==> config.mk <==
export PLATFORM = sky130hd
export DESIGN_NAME = alu_core
export DESIGN_NICKNAME = d
export VERILOG_FILES = /design/src/rtl/alu_pkg.sv /design/src/rtl/alu_imm_ext.sv /design/src/rtl/alu_decode.sv /design/src/rtl/alu_addsub.sv /design/src/rtl/alu_shift.sv /design/src/rtl/alu_core.sv
export SDC_FILE = /design/constraint.sdc
export NUM_CORES = 1
export LEC_CHECK = 0
export ABC_AREA = 1
export BUFFER_PORTS_ARGS = -buffer_cell sky130_fd_sc_hd__buf_4
export CAP_MARGIN = 25
export CORE_ASPECT_RATIO = 1.1
export CORE_MARGIN = 5
export CORE_UTILIZATION = 35
export DETAILED_ROUTE_END_ITERATION = 12
export GPL_ROUTABILITY_DRIVEN = 1
export GPL_TIMING_DRIVEN = 0
export SLEW_MARGIN = 15
export SYNTH_ARGS = -nofsm -noshare
export SYNTH_HDL_FRONTEND = slang
export SYNTH_HIERARCHICAL = 1
export SYNTH_SLANG_ARGS = --single-unit
==> constraint.sdc <==
create_clock -name vclk -period 4.4
set_input_delay 0.66 -clock vclk [all_inputs]
set_output_delay 0.66 -clock vclk [all_outputs]
set_load 0.01 [all_outputs]
==> src/rtl/alu_pkg.sv <==
package alu_pkg;
  localparam int FW = 6;

  localparam logic [FW-1:0] F_SLL  = 6'h00;
  localparam logic [FW-1:0] F_SRL  = 6'h02;
  localparam logic [FW-1:0] F_SRA  = 6'h03;
  localparam logic [FW-1:0] F_ADD  = 6'h20;
  localparam logic [FW-1:0] F_ADDU = 6'h21;
  localparam logic [FW-1:0] F_SUB  = 6'h22;
  localparam logic [FW-1:0] F_SUBU = 6'h23;
  localparam logic [FW-1:0] F_AND  = 6'h24;
  localparam logic [FW-1:0] F_OR   = 6'h25;
  localparam logic [FW-1:0] F_NOR  = 6'h27;
  localparam logic [FW-1:0] F_SLT  = 6'h2A;
  localparam logic [FW-1:0] F_SLTU = 6'h2B;

  typedef enum logic [1:0] {
    EXT_SIGN  = 2'b00,
    EXT_ZERO  = 2'b01,
    EXT_UPPER = 2'b10,
    EXT_SIGN2 = 2'b11
  } ext_mode_e;

  typedef enum logic [3:0] {
    OP_SHL, OP_SHR, OP_ADD, OP_SUB, OP_AND,
    OP_OR, OP_NOR, OP_SLT, OP_SLTU, OP_BAD
  } alu_op_e;

  typedef struct packed {
    alu_op_e op;
    logic    arith;   // arithmetic right shift
    logic    trap;    // overflow may raise exception
    logic    rsvd;
  } alu_ctl_t;
endpackage

==> src/rtl/alu_imm_ext.sv <==
module alu_imm_ext
  import alu_pkg::*;
#(
  parameter int W  = 32,
  parameter int IW = 16
) (
  input  logic [IW-1:0] imm_i,
  input  logic [1:0]    mode_i,
  output logic [W-1:0]  word_o
);
  localparam int PAD = W - IW;

  always_comb begin
    case (mode_i)
      EXT_ZERO:  word_o = {{PAD{1'b0}}, imm_i};
      EXT_UPPER: word_o = {imm_i, {PAD{1'b0}}};
      default:   word_o = {{PAD{imm_i[IW-1]}}, imm_i};
    endcase
  end

  always_comb begin
    if (mode_i == EXT_ZERO) begin
      assert_zero_ext_top_R7: assert (word_o[W-1:IW] == '0);
    end
    if (mode_i == EXT_UPPER) begin
      assert_upper_low_clear_R8: assert (word_o[PAD-1:0] == '0);
    end
  end
endmodule

==> src/rtl/alu_decode.sv <==
module alu_decode
  import alu_pkg::*;
(
  input  logic [FW-1:0] funct_i,
  output alu_ctl_t      ctl_o
);
  always_comb begin
    ctl_o = '{op: OP_BAD, arith: 1'b0, trap: 1'b0, rsvd: 1'b0};
    case (funct_i)
      F_SLL:  ctl_o.op = OP_SHL;
      F_SRL:  ctl_o.op = OP_SHR;
      F_SRA:  begin ctl_o.op = OP_SHR; ctl_o.arith = 1'b1; end
      F_ADD:  begin ctl_o.op = OP_ADD; ctl_o.trap = 1'b1; end
      F_ADDU: ctl_o.op = OP_ADD;
      F_SUB:  begin ctl_o.op = OP_SUB; ctl_o.trap = 1'b1; end
      F_SUBU: ctl_o.op = OP_SUB;
      F_AND:  ctl_o.op = OP_AND;
      F_OR:   ctl_o.op = OP_OR;
      F_NOR:  ctl_o.op = OP_NOR;
      F_SLT:  ctl_o.op = OP_SLT;
      F_SLTU: ctl_o.op = OP_SLTU;
      default: ctl_o.rsvd = 1'b1;
    endcase
  end
endmodule

==> src/rtl/alu_addsub.sv <==
module alu_addsub #(
  parameter int W = 32
) (
  input  logic [W-1:0] a_i,
  input  logic [W-1:0] b_i,
  input  logic         sub_i,
  output logic [W-1:0] sum_o,
  output logic         ovf_o,   // signed overflow, unqualified
  output logic         lt_o,    // signed a < b (valid when sub_i)
  output logic         ltu_o    // unsigned a < b (valid when sub_i)
);
  logic [W-1:0] b_x;
  logic         carry;

  assign b_x            = sub_i ? ~b_i : b_i;
  assign {carry, sum_o} = {1'b0, a_i} + {1'b0, b_x} + {{W{1'b0}}, sub_i};
  assign ovf_o          = (a_i[W-1] == b_x[W-1]) && (sum_o[W-1] != a_i[W-1]);
  assign lt_o           = sum_o[W-1] ^ ovf_o;
  assign ltu_o          = ~carry;

  always_comb begin
    if (sub_i && a_i == b_i) begin
      assert_self_sub_zero_R1: assert (sum_o == '0 && !ovf_o && !lt_o && !ltu_o);
    end
  end
endmodule

==> src/rtl/alu_shift.sv <==
module alu_shift #(
  parameter int W  = 32,
  parameter int SW = $clog2(W)
) (
  input  logic [W-1:0]  val_i,
  input  logic [SW-1:0] amt_i,
  input  logic          left_i,
  input  logic          arith_i,
  output logic [W-1:0]  res_o
);
  logic [W-1:0] stg [SW+1];
  logic [W-1:0] rev_in, rev_out;
  logic         fill;

  // left shift runs through the right shifter on bit-reversed data
  always_comb begin
    for (int i = 0; i < W; i++) begin
      rev_in[i]  = val_i[W-1-i];
      rev_out[i] = stg[SW][W-1-i];
    end
  end

  assign fill   = arith_i & ~left_i & val_i[W-1];
  assign stg[0] = left_i ? rev_in : val_i;

  for (genvar k = 0; k < SW; k++) begin : g_stage
    localparam int SH = 1 << k;
    assign stg[k+1] = amt_i[k] ? {{SH{fill}}, stg[k][W-1:SH]} : stg[k];
  end

  assign res_o = left_i ? rev_out : stg[SW];

  always_comb begin
    if (amt_i == '0) begin
      assert_zero_shift_pass_R5: assert (res_o == val_i);
    end
  end
endmodule

==> src/rtl/alu_core.sv <==
module alu_core
  import alu_pkg::*;
#(
  parameter int W  = 32,
  parameter int IW = 16,
  parameter int SW = $clog2(W)
) (
  input  logic [W-1:0]  opa_i,
  input  logic [W-1:0]  opb_i,
  input  logic [IW-1:0] imm_i,
  input  logic          imm_sel_i,
  input  logic [1:0]    ext_mode_i,
  input  logic [SW-1:0] shamt_i,
  input  logic [FW-1:0] funct_i,
  output logic [W-1:0]  result_o,
  output logic          ovf_o,
  output logic          rsvd_o
);
  alu_ctl_t     ctl;
  logic [W-1:0] imm_word, b_op, sum, shifted;
  logic         add_ovf, lt_s, lt_u;

  alu_decode u_dec (.funct_i(funct_i), .ctl_o(ctl));

  alu_imm_ext #(.W(W), .IW(IW)) u_imm (
    .imm_i(imm_i), .mode_i(ext_mode_i), .word_o(imm_word)
  );

  assign b_op = imm_sel_i ? imm_word : opb_i;

  alu_addsub #(.W(W)) u_as (
    .a_i(opa_i), .b_i(b_op), .sub_i(ctl.op != OP_ADD),
    .sum_o(sum), .ovf_o(add_ovf), .lt_o(lt_s), .ltu_o(lt_u)
  );

  alu_shift #(.W(W), .SW(SW)) u_sh (
    .val_i(b_op), .amt_i(shamt_i), .left_i(ctl.op == OP_SHL),
    .arith_i(ctl.arith), .res_o(shifted)
  );

  always_comb begin
    case (ctl.op)
      OP_SHL, OP_SHR: result_o = shifted;
      OP_ADD, OP_SUB: result_o = sum;
      OP_AND:         result_o = opa_i & b_op;
      OP_OR:          result_o = opa_i | b_op;
      OP_NOR:         result_o = ~(opa_i | b_op);
      OP_SLT:         result_o = {{(W-1){1'b0}}, lt_s};
      OP_SLTU:        result_o = {{(W-1){1'b0}}, lt_u};
      default:        result_o = '0;
    endcase
  end

  assign ovf_o  = ctl.trap & add_ovf;
  assign rsvd_o = ctl.rsvd;

  always_comb begin
    if (rsvd_o) begin
      assert_rsvd_quiet_R6: assert (result_o == '0 && !ovf_o);
    end
    if (ovf_o) begin
      assert_no_overflow_R2: assert (funct_i == F_ADD || funct_i == F_SUB);
    end
    if (funct_i == F_SLT || funct_i == F_SLTU) begin
      assert_slt_boolean_R4: assert (result_o[W-1:1] == '0 && !rsvd_o);
    end
  end
endmodule

==> Yosys cells after proc, flatten, opt, wreduce, memory -nomap -nowiden <==
Index checks and enable logic that the tools add are counted.
{ "totals": {"ff_bits": 0, "word_cells": 61} }
{ "op_classes": {"addsub": 2, "eq_ne": 24, "n_mux": 15, "bitwise": 10, "reduce_logical": 10} }
{ "ops": {"columns": ["cell", "n"], "rows": [
  ["$mux 32", 9],
  ["$pmux 32 s7", 1],
  ["$not 32->32", 2],
  ["$pmux 32 s2", 1],
  ["$eq 6x6->1 const B", 9],
  ["$pmux 4 s9", 1],
  ["$add 32x32->33", 1],
  ["$add 33x1->33", 1],
  ["$and 32x32->32", 1],
  ["$or 32x32->32", 1],
  ["$eq 4x3->1 const B", 4],
  ["$eq 6x2->1 const B", 2],
  ["$reduce_or 12->1", 1],
  ["$reduce_or 2->1", 6],
  ["$eq 4x2->1 const B", 2],
  ["$logic_not 6->1", 1],
  ["$eq 4x1->1 const B", 1],
  ["$eq 4x4->1 const B", 1],
  ["$logic_not 4->1", 1],
  ["$ne 4x2->1 const B", 1],
  ["$and 1x1->1", 3],
  ["$mux 1", 3],
  ["$eq 2x1->1 const B", 1],
  ["$eq 2x2->1 const B", 1],
  ["5 further kinds", 6]
]} }

==> Longest topological paths before layout <==
{ "logic_depth": {"ltp_word": 14, "mapped_depth": 31} }

==> Cells and area by module <==
Netlist, hierarchy kept.
{ "modules_own_cells": {"columns": ["module", "instances", "cells_each", "area_each_um2"], "rows": [
  ["alu_shift", 1, 557, 2631.3],
  ["alu_addsub", 1, 418, 2409.8],
  ["alu_core", 1, 473, 1888.1],
  ["alu_imm_ext", 1, 76, 364.1],
  ["alu_decode", 1, 43, 235.2]
]} }

==> Least setup slack after synthesis <==
OpenSTA, ideal clock, no wires.
{ "synth_path": {"path_kind": "in2out", "from": "in funct_i[3]", "to": "out result_o[0]", "arrival_ns": 3.424, "required_ns": 3.740, "setup_slack_ns": 0.316, "stages": 27, "cell_sequence": "nor2_2 > inv_1 > nor2_1 > inv_1 > nand3_1 > inv_2 > nor2_1 > nand2_1 > buf_6 > buf_2 > xor2_1 > ha_1 > a21oi_1 > nand2_2 > nand2_2 > nand2_2 > nand2_1 > nand2_2 > nand2_2 > nand2_4 > o21ai_1 > nand2_1 > inv_1 > nand3_1 > nand2_1 > nor2_1 > nand3_1"} }
{ "synth_rtl": {"columns": ["item", "line", "source"], "rows": [
  ["from (decl)", "alu_core.sv:14", "input logic [FW-1:0] funct_i,"],
  ["to (decl)", "alu_core.sv:15", "output logic [W-1:0] result_o,"]
]} }

==> summary.md <==
| Metric | Value |
|---|---|
| Power Density | `154 nW/um^2` |
| WHS Path Cells | `6` |
| Setup-failing EPs final | `16` |
| Crit-path most repeated cell | `nand2_1` |
| Number of sequential cells | `0` |
| Worst Path Arrival | `3900 ps` |
| DRC Markers | `0` |
| GRT Residual Overflow | `0` |
| Routed WL | `39000 um` |
| Reg area | `0 um^2` |
| Fill count | `2280` |
| Startpoint types | `primary input` |
| Initial Util | `0.355` |
| RSZ-0062 raised after global routing | `true` |
| Via count of the first global-routing pass | `10.2k` |
| Yosys warns | `6` |
| Die area | `24500 um^2` |
| Layout cells sized above 1 | `0.306` |
| Buffers & Inverters on Critical Path | `7` |
| Initial antenna violation count | `0` |
| Failing checks | `negative setup slack` |
| Fmax | `219 MHz` |
| Worst Max-Slew Pin Slew | `517 ps` |
| Core Area | `21200 um^2` |
| Delay-heaviest family, CP | `simple AND/OR/NAND/NOR gates` |
| Final Cycle Share | `1.04` |
| Port Buf Inserts | `124` |
| Footprint of the multi-input gates | `7760 um^2` |
| First-pass GRT wire length | `56700 um` |
| Average wire per standard cell | `19.1 um` |
| Die width | `150 um` |
| Mean Syn Cell Area | `4.80 um^2` |
| Setup slack after layout | `-163 ps` |
| ANT cells | `0` |
| Initial DRC Count | `1012` |
| Post-layout util | `0.500` |
| Num rows | `56` |
| Worst path slowest cell | `ha_4` |
| Outcome | `finished with violations` |
| Peak supply drop | `0.0721 mV` |
| Die Span Y | `164 um` |
| HP Class | `in -> out` |
| I/O pins | `128` |
| Register area share after synthesis | `0` |
| Final Cell Area | `10600 um^2` |
| Cells after synthesis | `1567` |
| Crit Path Max Fanout | `7` |
| Via Count | `11.3k` |
| Placer Congestion | `1.02` |
| Slew Viols, Final | `0` |
| Period minus WS final | `4560 ps` |
| Hold Path Sink | `result_o[12]` |
| Length of the first detailed-routing pass in iterations | `6` |
| Number of unique standard cell types used by synthesis | `40` |
| Max-Cap Viols | `0` |
| Clock buffers | `0` |
| Largest stage delay on the critical path | `330 ps` |
| Net Count, Synth | `1695` |
| Gr usage total | `0.294` |
| Via/cell ratio | `5.54` |
| Hold Vio Cnt, Final | `0` |
| Area Growth Syn to Fin | `40.9%` |
| Setup CP Type | `in -> out` |
| Post-Syn Area | `7530 um^2` |
| Largest net degree at the start of global routing | `11` |
| Min-delay src | `opa_i[12]` |
| Final antenna-violating net count | `0` |
| Leak pwr | `5.49 nW` |
| Fin nets | `1887` |
| Critical Path RT | `3740 ps` |
| Hpwl dp | `31000 um` |
| Crit path capture type | `output port` |
| Relative slew slack | `0.655` |
| Cell Area, Placed | `8820 um^2` |
-- worst max path at each step --
stage | slack (ps) | depth (start not counted) | end | from
2_1_floorplan | 320 | 27 | result_o[0] | funct_i[3]
3_3_place_gp | -700 | 26 | result_o[29] | funct_i[3]
3_5_place_dp | -650 | 25 | result_o[0] | funct_i[3]
4_1_cts | -40 | 26 | result_o[17] | funct_i[2]
5_1_grt | -280 | 29 | result_o[30] | funct_i[0]
6_report | -160 | 27 | result_o[0] | funct_i[3]
-- power by group --
part           leakage, nW  switching [mW]  internal [mW]
Clock                    0               0              0
Sequential               0               0              0
Combinational         5.49           0.998          0.633
Total                 5.49           0.998          0.633
-- cell families (layout without fill, tap and decap cells) --
family,Yosys count,in the layout,share of synthesized area
buf+inv,176,366,0.113
simple gates,1202,1202,0.693
fa+ha+maj,34,34,0.0575
compound gates,106,106,0.0781
xor+xnor,49,49,0.0580
-- cells in the final DEF, fill, tap and decap left out, types with 4 or more instances in the layout --
master / n
nand2_1: 566
nand3_1: 309
buf_4: 177
nor2_1: 139
nand2_2: 80
inv_1: 75
xor2_1: 38
buf_2: 37
nand3_2: 28
o21ai_1: 27
a21oi_2: 26
buf_6: 24
inv_2: 22
nor2_2: 21
nor2_4: 20
nand2_4: 19
ha_4: 17
o21ai_0: 14
xor2_2: 9
ha_2: 8
ha_1: 8
clkbuf_1: 8
o21ai_2: 7
buf_12: 6
a21oi_1: 6
a21oi_4: 5
a21o_1: 5
o21bai_1: 5
nand4_1: 5
buf_1: 5
clkbuf_2: 4
o21a_1: 4
-- cells in the mapped netlist (6+ instances only) --
cell type / instances / area [um^2]
nand2_1: 634 / 2380
nand3_1: 321 / 1610
nor2_1: 167 / 627
inv_1: 84 / 315
xor2_1: 46 / 403
buf_2: 40 / 200
a21oi_1: 36 / 180
ha_1: 33 / 413
nand2_2: 31 / 194
o21ai_0: 28 / 140
o21ai_1: 21 / 105
nand3_2: 18 / 180
inv_2: 15 / 56.3
buf_6: 13 / 146
clkbuf_1: 8 / 30.0
nor2_2: 8 / 50.1
buf_4: 6 / 45.0
o21bai_1: 6 / 45.0
-- stage by stage --
stage	setup slack, ps	total power, mW	TNS [ps]	hold WS [ps]	cells
2_1_floorplan	316	0.809	0	1450	1567
3_3_place_gp	-702	1.24	-11770	1710	1981
3_5_place_dp	-652	1.24	-11730	1700	1981
4_1_cts	-44.6	1.38	-122	1700	2024
5_1_grt	-283	1.75	-4370	1760	2047
6_report	-163	1.63	-952	1730	2047
-- layout make-up --
cell class	instances	area share
plain buffers	76	0.0488
inverters	99	0.0356
multi-input cells	1391	0.732
well taps	290	0.0342
repair buffers	191	0.150
-- per-layer routing --
layer	vias to the layer above	wire length (um)	global-route usage
met5	-	0	0
met4	0	2270	0.129
met3	113	2780	0.0193
met2	591	18400	0.501
met1	5198	15600	0.380
li1	5443	-	-
-- repair_timing --
| action | CTS | global route |
|---|---|---|
| endpoints found under the setup margin | 29 | 33 |
| resized for setup | 111 | 197 |
| setup buffers | 43 | 20 |
| hold buffers | 0 | 0 |
| gates cloned | 1 | 3 |
| pin swaps | 48 | 90 |
No activity file was read; power rests on OpenSTA's default activity.
